## src/rtl/med3x3_pkg.sv

```systemverilog
package med3x3_pkg;
  localparam int unsigned NUM_STAGES = 3;
  localparam int unsigned WIN_DIM    = 3;
  localparam int unsigned WIN_PIX    = WIN_DIM * WIN_DIM;

  // load strobes from control to datapath, one per register stage
  typedef struct packed {
    logic ldRow;
    logic ldCol;
    logic ldOut;
  } stageStrobe_t;
endpackage

```

## src/rtl/med3x3_sort3.sv

```systemverilog
module med3x3_sort3 #(
  parameter int unsigned PIX_W = 8
) (
  input  logic [PIX_W-1:0] a,
  input  logic [PIX_W-1:0] b,
  input  logic [PIX_W-1:0] c,
  output logic [PIX_W-1:0] lo,
  output logic [PIX_W-1:0] mid,
  output logic [PIX_W-1:0] hi
);
  logic [PIX_W-1:0] x0, x1, y1, y2;

  // three compare-exchange steps; ties may go either way
  always_comb begin
    x0 = (a <= b) ? a : b;
    x1 = (a <= b) ? b : a;
    y1 = (x1 <= c) ? x1 : c;
    y2 = (x1 <= c) ? c : x1;
    lo  = (x0 <= y1) ? x0 : y1;
    mid = (x0 <= y1) ? y1 : x0;
    hi  = y2;
  end
endmodule

```

## src/rtl/med3x3_ctrl.sv

```systemverilog
module med3x3_ctrl
  import med3x3_pkg::*;
(
  input  logic         clk,
  input  logic         rstN,
  input  logic         inValid,
  output stageStrobe_t strobe,
  output logic         outValid
);
  logic [NUM_STAGES-1:0] vPipe;
  logic                  afterRst;

  always_ff @(posedge clk) begin
    if (!rstN) begin
      vPipe    <= '0;
      afterRst <= 1'b0;
    end else begin
      vPipe    <= {vPipe[NUM_STAGES-2:0], inValid};
      afterRst <= 1'b1;
    end
  end

  always_comb begin
    strobe.ldRow = inValid;
    strobe.ldCol = vPipe[0];
    strobe.ldOut = vPipe[1];
  end

  assign outValid = vPipe[NUM_STAGES-1];

  a_r5_valid_step: assert property (@(posedge clk) disable iff (!rstN)
    afterRst |-> (vPipe[0] == $past(inValid)));
  a_r6_chain: assert property (@(posedge clk) disable iff (!rstN)
    afterRst && $past(vPipe[1]) |-> outValid);
endmodule

```

## src/rtl/med3x3_dp.sv

```systemverilog
module med3x3_dp
  import med3x3_pkg::*;
#(
  parameter int unsigned PIX_W = 8
) (
  input  logic                     clk,
  input  logic                     rstN,
  input  stageStrobe_t             strobe,
  input  logic                     outValid,
  input  logic [WIN_PIX*PIX_W-1:0] inPix,
  output logic [PIX_W-1:0]         medOut,
  output logic [PIX_W-1:0]         minOut,
  output logic [PIX_W-1:0]         maxOut
);
  typedef logic [PIX_W-1:0] pix_t;

  pix_t winIn  [WIN_DIM][WIN_DIM];
  pix_t rowNxt [WIN_DIM][WIN_DIM];
  pix_t rowReg [WIN_DIM][WIN_DIM];
  pix_t colNxt [WIN_DIM][WIN_DIM];
  pix_t colReg [WIN_DIM][WIN_DIM];
  pix_t diagLo, diagMid, diagHi;

  for (genvar r = 0; r < WIN_DIM; r++) begin : g_unpack_r
    for (genvar c = 0; c < WIN_DIM; c++) begin : g_unpack_c
      assign winIn[r][c] = inPix[(r*WIN_DIM+c)*PIX_W +: PIX_W];
    end
  end

  // pass 1: order each row
  for (genvar r = 0; r < WIN_DIM; r++) begin : g_row
    med3x3_sort3 #(.PIX_W(PIX_W)) u_rowSort (
      .a(winIn[r][0]), .b(winIn[r][1]), .c(winIn[r][2]),
      .lo(rowNxt[r][0]), .mid(rowNxt[r][1]), .hi(rowNxt[r][2]));
  end

  // pass 2: order each column of the row-ordered matrix
  for (genvar c = 0; c < WIN_DIM; c++) begin : g_col
    med3x3_sort3 #(.PIX_W(PIX_W)) u_colSort (
      .a(rowReg[0][c]), .b(rowReg[1][c]), .c(rowReg[2][c]),
      .lo(colNxt[0][c]), .mid(colNxt[1][c]), .hi(colNxt[2][c]));
  end

  // pass 3: anti-diagonal, middle element is the median
  med3x3_sort3 #(.PIX_W(PIX_W)) u_diagSort (
    .a(colReg[0][2]), .b(colReg[1][1]), .c(colReg[2][0]),
    .lo(diagLo), .mid(diagMid), .hi(diagHi));

  always_ff @(posedge clk) begin
    if (!rstN) begin
      for (int r = 0; r < WIN_DIM; r++)
        for (int c = 0; c < WIN_DIM; c++) begin
          rowReg[r][c] <= '0;
          colReg[r][c] <= '0;
        end
      medOut <= '0;
      minOut <= '0;
      maxOut <= '0;
    end else begin
      if (strobe.ldRow) rowReg <= rowNxt;
      if (strobe.ldCol) colReg <= colNxt;
      if (strobe.ldOut) begin
        medOut <= diagMid;
        minOut <= colReg[0][0];
        maxOut <= colReg[WIN_DIM-1][WIN_DIM-1];
      end
    end
  end

  a_r2_rows_ordered: assert property (@(posedge clk) disable iff (!rstN)
    strobe.ldCol |-> (rowReg[0][0] <= rowReg[0][1]) && (rowReg[0][1] <= rowReg[0][2]) &&
                     (rowReg[2][0] <= rowReg[2][1]) && (rowReg[2][1] <= rowReg[2][2]));
  a_r2_cols_keep_rows: assert property (@(posedge clk) disable iff (!rstN)
    strobe.ldOut |-> (colReg[1][0] <= colReg[1][1]) && (colReg[1][1] <= colReg[1][2]) &&
                     (colReg[0][1] <= colReg[1][1]) && (colReg[1][1] <= colReg[2][1]));
  a_r3_min_le_med: assert property (@(posedge clk) disable iff (!rstN)
    outValid |-> minOut <= medOut);
  a_r4_med_le_max: assert property (@(posedge clk) disable iff (!rstN)
    outValid |-> medOut <= maxOut);
  a_r8_hold: assert property (@(posedge clk) disable iff (!rstN)
    !outValid |-> $stable(medOut) && $stable(minOut) && $stable(maxOut));
endmodule

```

## src/rtl/med3x3_top.sv

```systemverilog
module med3x3_top
  import med3x3_pkg::*;
#(
  parameter int unsigned PIX_W = 8
) (
  input  logic                 clk,
  input  logic                 rstN,
  input  logic                 inValid,
  input  logic [9*PIX_W-1:0]   inPix,
  output logic                 outValid,
  output logic [PIX_W-1:0]     outMed,
  output logic [PIX_W-1:0]     outMin,
  output logic [PIX_W-1:0]     outMax
);
  stageStrobe_t strobe;

  med3x3_ctrl u_ctrl (
    .clk(clk), .rstN(rstN), .inValid(inValid),
    .strobe(strobe), .outValid(outValid));

  med3x3_dp #(.PIX_W(PIX_W)) u_dp (
    .clk(clk), .rstN(rstN), .strobe(strobe), .outValid(outValid),
    .inPix(inPix), .medOut(outMed), .minOut(outMin), .maxOut(outMax));
endmodule

```

## config.mk

```make
export PLATFORM = sky130hd
export DESIGN_NAME = med3x3_top
export DESIGN_NICKNAME = d
export VERILOG_FILES = /design/src/rtl/med3x3_pkg.sv /design/src/rtl/med3x3_sort3.sv /design/src/rtl/med3x3_ctrl.sv /design/src/rtl/med3x3_dp.sv /design/src/rtl/med3x3_top.sv
export SDC_FILE = /design/constraint.sdc
export NUM_CORES = 1
export LEC_CHECK = 0
export ABC_AREA = 1
export ABC_CLOCK_PERIOD_IN_PS = 4900
export BUFFER_PORTS_ARGS = -buffer_cell sky130_fd_sc_hd__buf_4
export CAP_MARGIN = 10
export CORE_AREA = 2 2 194 196
export DETAILED_ROUTE_END_ITERATION = 16
export DIE_AREA = 0 0 196 198
export PLACE_DENSITY_LB_ADDON = 0.25
export SYNTH_ARGS = -nofsm -noshare
export SYNTH_HDL_FRONTEND = slang
export SYNTH_SLANG_ARGS = --single-unit
```

## constraint.sdc

```tcl
create_clock -name clk -period 4.9 [get_ports clk]
set_clock_uncertainty 0.05 [all_clocks]
set_input_delay 0.49 -clock clk [delete_from_list [all_inputs] [get_ports clk]]
set_output_delay 0.49 -clock clk [all_outputs]
set_load 0.05 [all_outputs]
```

-- Yosys cells after proc, flatten, opt, wreduce, memory -nomap -nowiden
Cells that the tools add are included.
- bits in read-only memories: 0
- bits in writable memories: 0
- input port bits: 75
- memories kept: 0
- bits in registers: 139
- logic and storage cells: 75
- bits in latches: 0
- output and inout port bits: 25
- $add $sub $neg: 0
- magnitude comparators: 21
- multipliers: 0
- equality and inequality tests: 0
- divide/modulo/power cells: 0
- reductions and logical operators: 0
- shift-type cells: 0
- bitwise gates (word level): 0
- mux-type cells: 36
- operators with widths (operator ; number):
    8-bit two-way mux ; 36
    8-bit <= comparator ; 21

-- Longest topological paths before layout
- depth in word-level cells: 6
- depth in mapped cells: 40
- depth with buffers taken out: 38

-- Hierarchy
Synthesis repeated with hierarchy kept, for this count alone.
- cell total of the unflattened synthesis: 2495
- area, all modules: 15392.3 um^2
- by module, submodules not included (module ; seq. area each (um^2) ; cells an instance ; times used ; area each (um^2)):
    med3x3_sort3 (u_dp.g_col[0].u_colSort ...) ; 0.0 ; 232 ; 4 ; 1460.2
    med3x3_dp ; 2722.6 ; 861 ; 1 ; 5565.3
    med3x3_sort3 (u_dp.g_col[1].u_colSort ...) ; 0.0 ; 232 ; 2 ; 1273.7
    med3x3_sort3 (u_dp.u_diagSort) ; 0.0 ; 232 ; 1 ; 1348.8
    med3x3_ctrl ; 60.1 ; 10 ; 1 ; 90.1

-- Least setup slack after synthesis
OpenSTA, ideal clock, no wires.
- kind: input -> register
- from: in inPix[15]
- to: reg u_dp.rowReg[69] in the netlist's numbering
- path buffers: 3
- required time: 4.707 ns
- arrival: 4.143 ns
- stages on the path: 32
- setup slack: 0.564 ns
- library setup time: 0.143 ns
- cell sequence: inv_1 -> ha_1 -> a21o_1 -> nor2_2 -> nand2_4 -> nand2_4 -> buf_12 -> nand2_4 -> nand2_1 -> inv_2 -> ha_1 -> inv_1 -> nor2_1 -> o21ai_1 -> nand2_1 -> nand2_1 -> nand2_1 -> nand2_2 -> buf_2 -> nand3_2 -> and2_1 -> ha_1 -> a21o_1 -> a21oi_1 -> nand2_1 -> o21ai_2 -> buf_4 -> nand3_1 -> nand2_1 -> inv_1 -> nand2_1 -> a21oi_2
- longest elaborated chain between the ends: 6
- elaborated cells on any way between the ends: 7
- those cells by class: order compare: 3; mux: 4
- RTL lines (item ; RTL line ; text):
    start, declared ; med3x3_top.sv:9 ; input logic [9*PIX_W-1:0] inPix,
    8-bit <= comparator ; med3x3_sort3.sv:15, med3x3_sort3.sv:16 ;
    8-bit two-way mux ; med3x3_sort3.sv:16 ; x1 = (a <= b) ? b : a;
    8-bit <= comparator ; med3x3_sort3.sv:17 ; y1 = (x1 <= c) ? x1 : c;
    8-bit two-way mux ; med3x3_sort3.sv:17 ;
    8-bit <= comparator ; med3x3_sort3.sv:19 ; lo = (x0 <= y1) ? x0 : y1;
    8-bit two-way mux * ; med3x3_sort3.sv:19 ;
    end signal, assigned ; med3x3_dp.sv:60 ; if (strobe.ldRow) rowReg <= rowNxt;
    end, declared ; med3x3_dp.sv:19 ; pix_t rowReg [WIN_DIM][WIN_DIM];
Every way passes the cells marked *; elsewhere a longest branch is shown, timed or not.
A chain may end at the register's enable or synchronous reset.

-- Worst setup path after layout
- from: reg u_dp.rowReg[33] in the netlist's numbering
- to: reg u_dp.colReg[34] in the netlist's numbering
- longest elaborated chain between the ends: 6
- elaborated cells on any way between the ends: 7
- those cells by class: order compare: 3; mux: 4
- RTL lines (item ; RTL line ; text):
    8-bit <= comparator ; med3x3_sort3.sv:15, med3x3_sort3.sv:16 ;
    8-bit two-way mux ; med3x3_sort3.sv:16 ;
    8-bit <= comparator ; -- ;
    8-bit two-way mux ; med3x3_sort3.sv:17 ;
    8-bit <= comparator ; med3x3_sort3.sv:20 ; mid = (x0 <= y1) ? y1 : x0;
    8-bit two-way mux * ; med3x3_sort3.sv:20 ;
    end signal, assigned ; med3x3_dp.sv:61 ; if (strobe.ldCol) colReg <= colNxt;
    end, declared ; med3x3_dp.sv:21 ; pix_t colReg [WIN_DIM][WIN_DIM];
Marked as above.

==> reports/results.tsv <==
stage	metric	value	unit
critical_path	path_max_fanout	9	
finish	fin_cells	2880	
placed_design	place_area	0.0159	sq mm
detailed_routing	drc	0	
timing	setup_viol	0	
detailed_routing	detail-route-antenna-nets	0	
placed_design	finalWeightedCongestion	0.927	
yosys	synth_cell_types	33	
yosys	synth.area.mux_share	0	%
placed_design	port_buffers	99	
yosys	synth_nets	2528	
cts	cts-root-buf	clkbuf_16	
critical_path	max_stage_delay	0.39	ns
finish	antennaDiodeCount	0	
placed_design	place_inst	2836	
cts	cts_hold_buffers	0	
floorplan	core-area	0.0370	sq mm
timing	post-route-period-util	92.6	%
finish	final_common_cell	nand2_1	
critical_path	r2r_start	u_dp.rowReg[33]	
critical_path	cp_slowest_cell	dfxtp_1	
cts	path_clk_slew	0.07	ns
global_route	grt_pass1_vias	14285	
floorplan	die_w	196	um
yosys	yosys-top-cells-area	dfxtp_1, nand2_1, ha_1, nand3_1, inv_1	
global_route	met2_usage	39.1	%
critical_path	crit_arrival	4.76	ns
yosys	synth_compound_area_share	12.4	%
floorplan	io_pins	100	
timing	rsz0062_at_grt	false	
detailed_routing	vias_per_cell	5.05	
power_and_ir_drop	power_density	806	mW/mm^2
timing	finalWorstSetupSlack	0.363	ns
cts	clock_sinks	139	
floorplan	die-area	0.0388	sq mm
outcome	status	completed	
yosys	synth-edff-count	0	
placed_design	dp_slack	-0.0173	ns
critical_path	required	5.12	ns
timing	fmax	220	MHz
global_route	grt_pass1_wl	70300	um
critical_path	crit_top_cell	nand2_1	
finish	areaGrowthSynthToFinish	14.2	%
yosys	ys_ff_latch	139	
critical_path	start_kind	flip-flop	
hold_path	min_to	u_ctrl.vPipe[2]	
job	max_cap_violations	0	
timing	max_slew_margin	39.1	%
global_route	grt_use_met1	29.2	%
finish	final_cell_mix	nand2_1, inv_1, nand3_1, ha_1, buf_4	
timing	maxSlewViolCount	0	
finish	finish.utilization	45.0	%
yosys	syn_inst	2285	
finish	nNetsFinal	2636	
yosys	netlist.area_leader.share	19.1	%
yosys	syn_avg_cell_area	6.38	sq um
cts	clk_path_buf_depth	2	
critical_path	endpoint_kind	flip-flop	
yosys	yosys.area_share.xor_xnor	0	%
yosys	synth-adder-area-share	14.4	%
power_and_ir_drop	p_leak	8.80	nW
global_route	grt-busiest-layer	met2	
global_route	grt_overflow	0	
cts	htreeDepth	4	
yosys	yosys.area_share.simple	41.5	%
detailed_routing	via_count	14530	
cts	cts_tree	done	
timing	hold_violations	0	
global_route	grt_max_degree	55	
detailed_routing	firstDrtPassIters	5	
critical_path	regToRegSetupSlack	0.36	ns
floorplan	num_rows	71	
yosys	synth_seq_area_share	19.1	%
global_route	grt_use_met3	2.08	%
finish	drive_above_1_share	18.1	%
detailed_routing	wl_per_cell	14.8	um
yosys	synth_area	0.0146	sq mm
cts	numCtsBuffers	17	
finish	fin_area	0.0166	sq mm
global_route	antenna_found_initial	0	
critical_path	r2r_end	u_dp.colReg[34]	
yosys	synth_top_family_by_area	simple AND/OR/NAND/NOR gates	
detailed_routing	wl	42500	um
yosys	async_reset_ff_share	0	%
hold_path	hold_path_depth	3	
floorplan	start_util	39.4	%
placed_design	dp_hpwl	34000	um
hold_path	hp-start	rstN	
floorplan	die_h	198	um
detailed_routing	drtIter0Drc	977	
timing	layout_min_cycle_time	4.54	ns
global_route	grtUsageTotal	22.2	%
timing	worstMarginPinSlew	0.913	ns
hold_path	hold_path.class	in2reg	
finish	fillers	3854	
yosys	yosysTopAreaCell	dfxtp_1	
power_and_ir_drop	ir_worst_vdd	0.974	mV
yosys	yosysWarnings	0	
yosys	synthFlopType	dfxtp_1	
critical_path	path_class	reg2reg	
cts	worstSkewPairLatency	0.42	ns
critical_path	reg2reg_depth	35	
[registers in the layout, indices dropped and copies added (netlist names)]
| signal | flops |
|---|---|
| u_dp.maxOut | 8 |
| u_dp.rowReg | 72 |
| u_dp.medOut | 8 |
| u_dp.colReg | 40 |
| u_dp.minOut | 8 |
| u_ctrl.vPipe | 3 |
[cell usage after synthesis (13+ instances only)]
master and n:
nand2_4 45, ha_1 168, a21oi_1 149, o21ai_1 30, o21ai_0 32, nand3_2 25, nand2_1 660, a21o_1 13
buf_2 19, and2_1 70, inv_1 318, a21oi_2 58, clkbuf_1 29, buf_4 21, nor2_1 67, dfxtp_1 139
nand3_1 308, nand2_2 35, inv_2 32
[how the worst max path moves through the flow]
stage / depth (start not counted) / slack, ns / end / from
after floorplan: 32 / 0.56 / u_dp.rowReg[69] / inPix[15]
after global placement: 32 / 0.02 / u_dp.rowReg[13] / inPix[61]
after detailed placement: 29 / -0.02 / u_dp.rowReg[23] / inPix[63]
after CTS: 35 / 0.19 / u_dp.colReg[50] / u_dp.rowReg[26]
after global routing: 35 / 0.008 / u_dp.colReg[67] / u_dp.rowReg[47]
final: 35 / 0.36 / u_dp.colReg[34] / u_dp.rowReg[33]
[repair_timing]
item	CTS	global route
gates resized for setup	0	15
setup endpoints to repair	0	50
setup buffers	0	10
[final cells by class]
cell class,instances,area (sq um),share of cell area [%]
clock buffers,19,433,2.60
multi-input cells,1715,10000,60.3
clock inverters,13,169,1.02
repair buffers,168,1300,7.81
inverters,352,1330,7.97
flip-flops and latches,139,2780,16.7
well taps,474,593,3.56
[per-layer routing]
metal / vias up / share of wire, %
met1: 6635 / 48
li1: 7539 / -
met4: 0 / 2.0
met3: 48 / 3.4
met5: - / 0
met2: 308 / 47
[per-stage QoR]
step                total power, mW  TNS [ns]  hold WS [ns]
floorplan                      9.27         0         0.396
global placement               11.4         0         0.408
finish                         13.4         0         0.371
global route                   15.1         0         0.387
detailed placement             11.6   -0.0766         0.408
CTS                            13.0         0         0.359
[report_power, final]
group	internal, mW	switching [mW]
logic	3.98	6.53
registers	1.35	0.207
clock network	0.806	0.545
[critical path, delay by kind of cell, from the launching register on]
kind | cells | cell delay (ns)
AND/OR/NAND/NOR | 23 | 2.06
adder cells (fa/ha/maj) | 3 | 0.89
buffers and inverters | 6 | 0.59
AO/OA/AOI/OAI | 3 | 0.41
flip-flops | 1 | 0.39
[logic make-up (layout without fill, tap and decap cells)]
logic type,after synthesis,after routing
AO/OA/AOI/OAI,299,299
buffers and inverters,433,552
flip-flops,139,139
AND/OR/NAND/NOR,1246,1248
adder cells (fa/ha/maj),168,168
Power figures use the tool's default switching activity.
